File: src/rtl/ssp_pkg.sv
package ssp_pkg;
  localparam int unsigned DATA_W_DEF   = 8;
  localparam int unsigned PHASES_DEF   = 12;
  localparam int unsigned LO_FIRST_DEF = 4;
  localparam int unsigned LO_LAST_DEF  = 9;

  typedef enum logic [1:0] {TX_IDLE, TX_WAIT, TX_ARM, TX_SEND} tx_state_e;
  typedef enum logic [1:0] {RX_IDLE, RX_ARMED, RX_LOADED, RX_ACTIVE} rx_state_e;
endpackage

File: src/rtl/ssp_phase_gen.sv
module ssp_phase_gen
  import ssp_pkg::*;
#(
  parameter int unsigned PHASES   = PHASES_DEF,
  parameter int unsigned LO_FIRST = LO_FIRST_DEF,
  parameter int unsigned LO_LAST  = LO_LAST_DEF,
  localparam int unsigned PH_W    = $clog2(PHASES)
) (
  input  logic            clk_i,
  input  logic            rst_ni,
  output logic [PH_W-1:0] ph_o,
  output logic            last_o,
  output logic            lo_win_o
);
  localparam logic [PH_W-1:0] PH_LAST = PH_W'(PHASES - 1);

  logic [PH_W-1:0] ph_q;

  always_ff @(posedge clk_i or negedge rst_ni) begin
    if (!rst_ni)            ph_q <= '0;
    else if (ph_q == PH_LAST) ph_q <= '0;
    else                    ph_q <= ph_q + PH_W'(1);
  end

  assign ph_o     = ph_q;
  assign last_o   = (ph_q == PH_LAST);
  assign lo_win_o = (ph_q >= PH_W'(LO_FIRST)) && (ph_q <= PH_W'(LO_LAST));
endmodule

File: src/rtl/ssp_tx.sv
module ssp_tx
  import ssp_pkg::*;
#(
  parameter int unsigned DATA_W = DATA_W_DEF
) (
  input  logic              clk_i,
  input  logic              rst_ni,
  input  logic              last_i,
  input  logic              wr_i,
  input  logic [DATA_W-1:0] wr_data_i,
  output logic              send_o,
  output logic              busy_o,
  output logic              bit_o,
  output logic              done_o
);
  // marker 1 above the byte; once it sits at bit 1 the next shift is the last
  logic [DATA_W:0] sr_q;
  tx_state_e       st_q;
  logic            done_q;

  always_ff @(posedge clk_i or negedge rst_ni) begin
    if (!rst_ni) begin
      sr_q   <= '0;
      st_q   <= TX_IDLE;
      done_q <= 1'b0;
    end else if (wr_i) begin
      sr_q   <= {1'b1, wr_data_i};
      st_q   <= last_i ? TX_ARM : TX_WAIT;
      done_q <= 1'b0;
    end else if (last_i) begin
      case (st_q)
        TX_WAIT: st_q <= TX_ARM;
        TX_ARM:  st_q <= TX_SEND;
        TX_SEND: begin
          sr_q <= {1'b0, sr_q[DATA_W:1]};
          if (sr_q[DATA_W:1] == DATA_W'(1)) begin
            st_q   <= TX_IDLE;
            done_q <= 1'b1;
          end
        end
        default: ;
      endcase
    end
  end

  assign send_o = (st_q == TX_SEND);
  assign busy_o = (st_q != TX_IDLE);
  assign bit_o  = sr_q[0];
  assign done_o = done_q;
endmodule

File: src/rtl/ssp_rx.sv
module ssp_rx
  import ssp_pkg::*;
#(
  parameter int unsigned DATA_W = DATA_W_DEF
) (
  input  logic              clk_i,
  input  logic              rst_ni,
  input  logic              last_i,
  input  logic              en_i,
  input  logic              clr_i,
  input  logic              hold_i,
  input  logic              sd_i,
  output logic              active_o,
  output logic [DATA_W-1:0] data_o,
  output logic              done_o
);
  // preload: zero on top, ones below; the zero reaching bit 0 flags the final shift
  localparam logic [DATA_W-1:0] PRELOAD = {1'b0, {(DATA_W-1){1'b1}}};

  logic [DATA_W-1:0] sr_q, buf_q;
  rx_state_e         st_q;
  logic              done_q;
  logic              start;

  assign start = en_i && !done_q && !hold_i;

  always_ff @(posedge clk_i or negedge rst_ni) begin
    if (!rst_ni) begin
      sr_q   <= '0;
      buf_q  <= '0;
      st_q   <= RX_IDLE;
      done_q <= 1'b0;
    end else begin
      if (clr_i) done_q <= 1'b0;
      case (st_q)
        RX_IDLE:   if (last_i && start) st_q <= RX_ARMED;
        RX_ARMED:  if (last_i) begin
          sr_q <= PRELOAD;
          st_q <= RX_LOADED;
        end
        RX_LOADED: st_q <= RX_ACTIVE;
        RX_ACTIVE: if (last_i) begin
          if (!sr_q[0]) begin
            buf_q  <= {sd_i, sr_q[DATA_W-1:1]};
            done_q <= 1'b1;
            st_q   <= RX_IDLE;
          end else begin
            sr_q <= {sd_i, sr_q[DATA_W-1:1]};
          end
        end
        default: st_q <= RX_IDLE;
      endcase
    end
  end

  assign active_o = (st_q == RX_ACTIVE);
  assign data_o   = buf_q;
  assign done_o   = done_q;
endmodule

File: src/rtl/sync_shift_port.sv
module sync_shift_port
  import ssp_pkg::*;
#(
  parameter int unsigned DATA_W        = DATA_W_DEF,
  parameter int unsigned PHASES        = PHASES_DEF,
  parameter int unsigned SCLK_LO_FIRST = LO_FIRST_DEF,
  parameter int unsigned SCLK_LO_LAST  = LO_LAST_DEF
) (
  input  logic              clk_i,
  input  logic              rst_ni,
  input  logic              wr_i,
  input  logic [DATA_W-1:0] wr_data_i,
  input  logic              rx_en_i,
  input  logic              rx_clr_i,
  input  logic              sd_i,
  output logic              sd_o,
  output logic              sd_oe_o,
  output logic              sclk_o,
  output logic [DATA_W-1:0] rx_data_o,
  output logic              tx_done_o,
  output logic              rx_done_o
);
  localparam int unsigned PH_W         = $clog2(PHASES);
  localparam int unsigned SCLK_RISE_PH = (SCLK_LO_LAST + 1) % PHASES;

  logic [PH_W-1:0] ph;
  logic            last, lo_win;
  logic            send, tx_busy, tx_bit, rx_active;

  ssp_phase_gen #(
    .PHASES  (PHASES),
    .LO_FIRST(SCLK_LO_FIRST),
    .LO_LAST (SCLK_LO_LAST)
  ) u_phase (
    .clk_i   (clk_i),
    .rst_ni  (rst_ni),
    .ph_o    (ph),
    .last_o  (last),
    .lo_win_o(lo_win)
  );

  ssp_tx #(.DATA_W(DATA_W)) u_tx (
    .clk_i    (clk_i),
    .rst_ni   (rst_ni),
    .last_i   (last),
    .wr_i     (wr_i),
    .wr_data_i(wr_data_i),
    .send_o   (send),
    .busy_o   (tx_busy),
    .bit_o    (tx_bit),
    .done_o   (tx_done_o)
  );

  ssp_rx #(.DATA_W(DATA_W)) u_rx (
    .clk_i   (clk_i),
    .rst_ni  (rst_ni),
    .last_i  (last),
    .en_i    (rx_en_i),
    .clr_i   (rx_clr_i),
    .hold_i  (tx_busy),
    .sd_i    (sd_i),
    .active_o(rx_active),
    .data_o  (rx_data_o),
    .done_o  (rx_done_o)
  );

  assign sd_oe_o = send;
  assign sd_o    = send ? tx_bit : 1'b1;
  assign sclk_o  = !((send || rx_active) && lo_win);
endmodule

File: config.mk
export PLATFORM = sky130hd
export DESIGN_NAME = sync_shift_port
export DESIGN_NICKNAME = d
export VERILOG_FILES = /design/src/rtl/ssp_pkg.sv /design/src/rtl/ssp_phase_gen.sv /design/src/rtl/ssp_tx.sv /design/src/rtl/ssp_rx.sv /design/src/rtl/sync_shift_port.sv
export SDC_FILE = /design/constraint.sdc
export NUM_CORES = 1
export LEC_CHECK = 0
export ABC_AREA = 1
export ABC_CLOCK_PERIOD_IN_PS = 2000
export CORE_ASPECT_RATIO = 1.1
export CORE_MARGIN = 3
export CORE_UTILIZATION = 60
export CTS_BUF_LIST = sky130_fd_sc_hd__clkbuf_4 sky130_fd_sc_hd__clkbuf_8
export CTS_CLUSTER_DIAMETER = 50
export DETAILED_ROUTE_END_ITERATION = 8
export DONT_BUFFER_PORTS = 1
export GPL_ROUTABILITY_DRIVEN = 0
export PLACE_DENSITY_LB_ADDON = 0.05
export SYNTH_ARGS = -nofsm -noshare
export SYNTH_HDL_FRONTEND = slang
export SYNTH_SLANG_ARGS = --single-unit
File: constraint.sdc
create_clock -name clk_i -period 2 [get_ports clk_i]
set_input_delay 0.6 -clock clk_i [delete_from_list [all_inputs] [get_ports clk_i]]
set_output_delay 0.6 -clock clk_i [all_outputs]
set_load 0.005 [all_outputs]
==> impl_metrics.json <==
{
  "ys_ff_latch": 35,
  "grt.total_usage": 0.210,
  "leakage_uw": 0.000984,
  "synthTopCellsByArea": "dfrtp_1, nand2_1, ha_1",
  "startpoint_type": "register",
  "worst_ep_arrival_time_ns": 1.29,
  "crit_buf_inv": 0,
  "start_util": 0.643,
  "fmax_ghz": 0.529,
  "grt_max_degree": 36,
  "seq_area_sq_um": 876,
  "die_area_sq_um": 3760,
  "core_sq_um": 2850,
  "path_clk_slew_ns": 0.11,
  "grt_setup_unrepaired": "no",
  "yosys_warnings": 0,
  "tightest_slew_ns": 0.425,
  "drc": 0,
  "clk-insertion-delay-late_ns": 0.34,
  "syn_avg_cell_area_sq_um": 8.69,
  "synth_xor_xnor_area_share": 0.00478,
  "die_h_um": 64.0,
  "synth_compound_area_frac": 0.145,
  "cts.sinks": 35,
  "cpMaxStageDelayCell": "dfrtp_1",
  "n_antenna_cell": 0,
  "p_per_area_nw_per_um2": 1040,
  "finalMaxSlewViolations": 0,
  "dp_cells": 240,
  "synth_mux_area_frac": 0,
  "grt_overflow": 0,
  "nNetsFinal": 242,
  "r2r_slack_ns": 0.34,
  "rows": 20,
  "wl_per_cell_um": 13.3,
  "outcome": "complete, no violations",
  "antenna_left": 0,
  "drt_iter0_markers": 74,
  "clockBufferDepth": 2,
  "regToRegEndpoint": "u_tx.done_o$_DFFE_PN0P_",
  "grt_pass1_vias": 1401,
  "area_growth_pct": 5.12,
  "syn_inst": 211,
  "vias": 1349,
  "cpPeakStageDelay_ns": 0.44,
  "synth_adder_area_share": 0.0819,
  "dr.pass1.iters": 4,
  "fillCellCount": 248,
  "slew-limit-headroom": 0.716,
  "cp.required_ns": 1.40,
  "finalClockSkew_ns": 0.00741,
  "antenna_found_initial": 0,
  "yosys.area_share.simple": 0.203,
  "drive_gt1_frac": 0.120,
  "root_buffer": "clkbuf_4",
  "crit_fanout": 4,
  "syn_nets": 237,
  "cts_buffers": 5,
  "timing.rr.start": "u_phase.ph_o[0]$_DFF_PN0_",
  "fin_crit_sh": 0.945,
  "ys_types": 23,
  "drt-vias-per-instance": 5.40,
  "grt_pass1_wl_mm": 6.02,
  "hold_path_class": "primary input to async pin",
  "multi_input_area_sq_um": 797,
  "crit_path_end_kind": "primary output",
  "post_dp_cell_area_sq_um": 1840,
  "setup_tns_ns": 0,
  "dpl.hpwl_mm": 2.36,
  "synth_top_family_by_area": "simple AND/OR/NAND/NOR gates",
  "r2r_cells": 6,
  "cts_tree": "done",
  "wl_mm": 3.33,
  "path_class": "register to primary output",
  "drv_cap": 0,
  "fin_cells": 250,
  "critPathLaunch": "u_rx.st_q[0]$_DFFE_PN0P_",
  "ios": 27,
  "synth_top_area_frac": 0.478,
  "post-route-min-period_ns": 1.89,
  "vdd_ir_drop_max_v": 0.000698,
  "htreeDepth": 2,
  "finalSetupViolations": 0,
  "synth_top_area_cell": "dfrtp_1",
  "die_width_um": 58.7,
  "seq_area_frac_synth": 0.478,
  "power.total_uw": 2000,
  "timing.critical_path.cells": "ha_1 -> o221ai_1",
  "hold_violations": 0,
  "port_buffers": 0,
  "design_area_sq_um": 1930,
  "syn_area_sq_um": 1830,
  "cp_top_family": "flip-flops"
}
cell type report:
type	instances	area share
tap	33	0.0214
clock inverter	2	0.00649
inverter	34	0.0662
clock buffer	6	0.0234
timing repair buffer	2	0.0143
multi-input combinational	138	0.414
sequential	35	0.455
routing by layer:
layer	wire, um	share of wire	GRT usage	up-vias
met2	1590	0.48	0.337	26
met4	63	0.019	0.0878	0
met3	169	0.051	0.0606	7
met1	1500	0.45	0.262	636
li1	-	-	-	680
met5	0	0	0	-
cell usage in the layout, fill, tap and decap left out, types with 2 or more instances in the layout:
master,netlist,routed
a21oi_1,2,2
nand3_1,8,8
ha_1,12,12
a22oi_1,5,5
inv_1,34,34
nand2_1,54,54
dfrtp_1,35,35
nor2_1,14,14
o21ai_1,1,2
o21ai_0,22,21
clkbuf_4,0,6
nand4_1,2,2
o21ai_2,9,9
worst register-to-register path: cells and delay by family (launching register included):
family | cells | cell delay (ns)
DFF | 1 | 0.42
AOI/OAI and AO/OA | 2 | 0.53
buffers and inverters | 1 | 0.13
and+or+nand+nor | 2 | 0.25
adders and majority gates | 1 | 0.26
repair_timing:
action,4_1_cts,5_1_grt
resized for setup,0,1
endpoints found under the setup margin,0,1
hold endpoints to repair,35,0
hold buffers,1,0
setup buffers,0,1
worst max-delay path by stage:
stage | end | slack [ns] | cells after the start
floorplan | sclk_o | 0.53 | 5
global placement | sclk_o | 0.50 | 5
detailed placement | u_rx.st_q[0]$_DFFE_PN0P_ | 0.42 | 7
CTS | sclk_o | 0.05 | 5
global route | sclk_o | 0.004 | 4
finish | sclk_o | 0.11 | 2
flip-flops by register name, indices dropped and copies added, names as in the netlist:
| name | count |
|---|---|
| u_tx.sr_q | 9 |
| u_rx.data_o | 8 |
| u_rx.sr_q | 8 |
| u_phase.ph_o | 4 |
| u_rx.st_q | 2 |
| u_tx.st_q | 2 |
| u_rx.done_o | 1 |
| u_tx.done_o | 1 |
Yosys cell counts:
cell and instances:
nand2_2 1, dfrtp_1 35, buf_2 2, inv_1 34, nand3_1 8, nor2_1 14, or2_2 1, nand3b_2 1
o221ai_1 1, a21oi_1 2, o21ai_1 1, o21ai_2 9, a21oi_4 1, nand2_1 54, ha_1 12, buf_6 2
nand3_4 1, nor2_4 1, a22oi_1 5, nand4_1 2, o21ai_0 22, xor2_1 1, nand2_4 1
stage by stage:
| step | hold WS [ns] | util | setup slack, ns |
|---|---|---|---|
| after detailed placement | 0.305 | 0.646 | 0.422 |
| after CTS | 0.0636 | 0.673 | 0.0531 |
| final | 0.0728 | 0.675 | 0.111 |
| after global placement | 0.305 | 0.646 | 0.499 |
| after global routing | 0.0558 | 0.675 | 0.00409 |
| after floorplan | 0.304 | - | 0.532 |
cells by family after synthesis:
kind of cell	Yosys count
DFF	35
AOI/OAI and AO/OA	41
and+or+nand+nor	84
buffers and inverters	38
adders and majority gates	12
xor gates and xnor gates	1
power breakdown:
group | leakage, uW | switching, uW | internal (uW)
registers | 0.000435 | 125 | 897
clock network | 0.0000317 | 250 | 149
logic | 0.000518 | 369 | 211
total | 0.000984 | 745 | 1260
(Power assumes the default switching activity.)
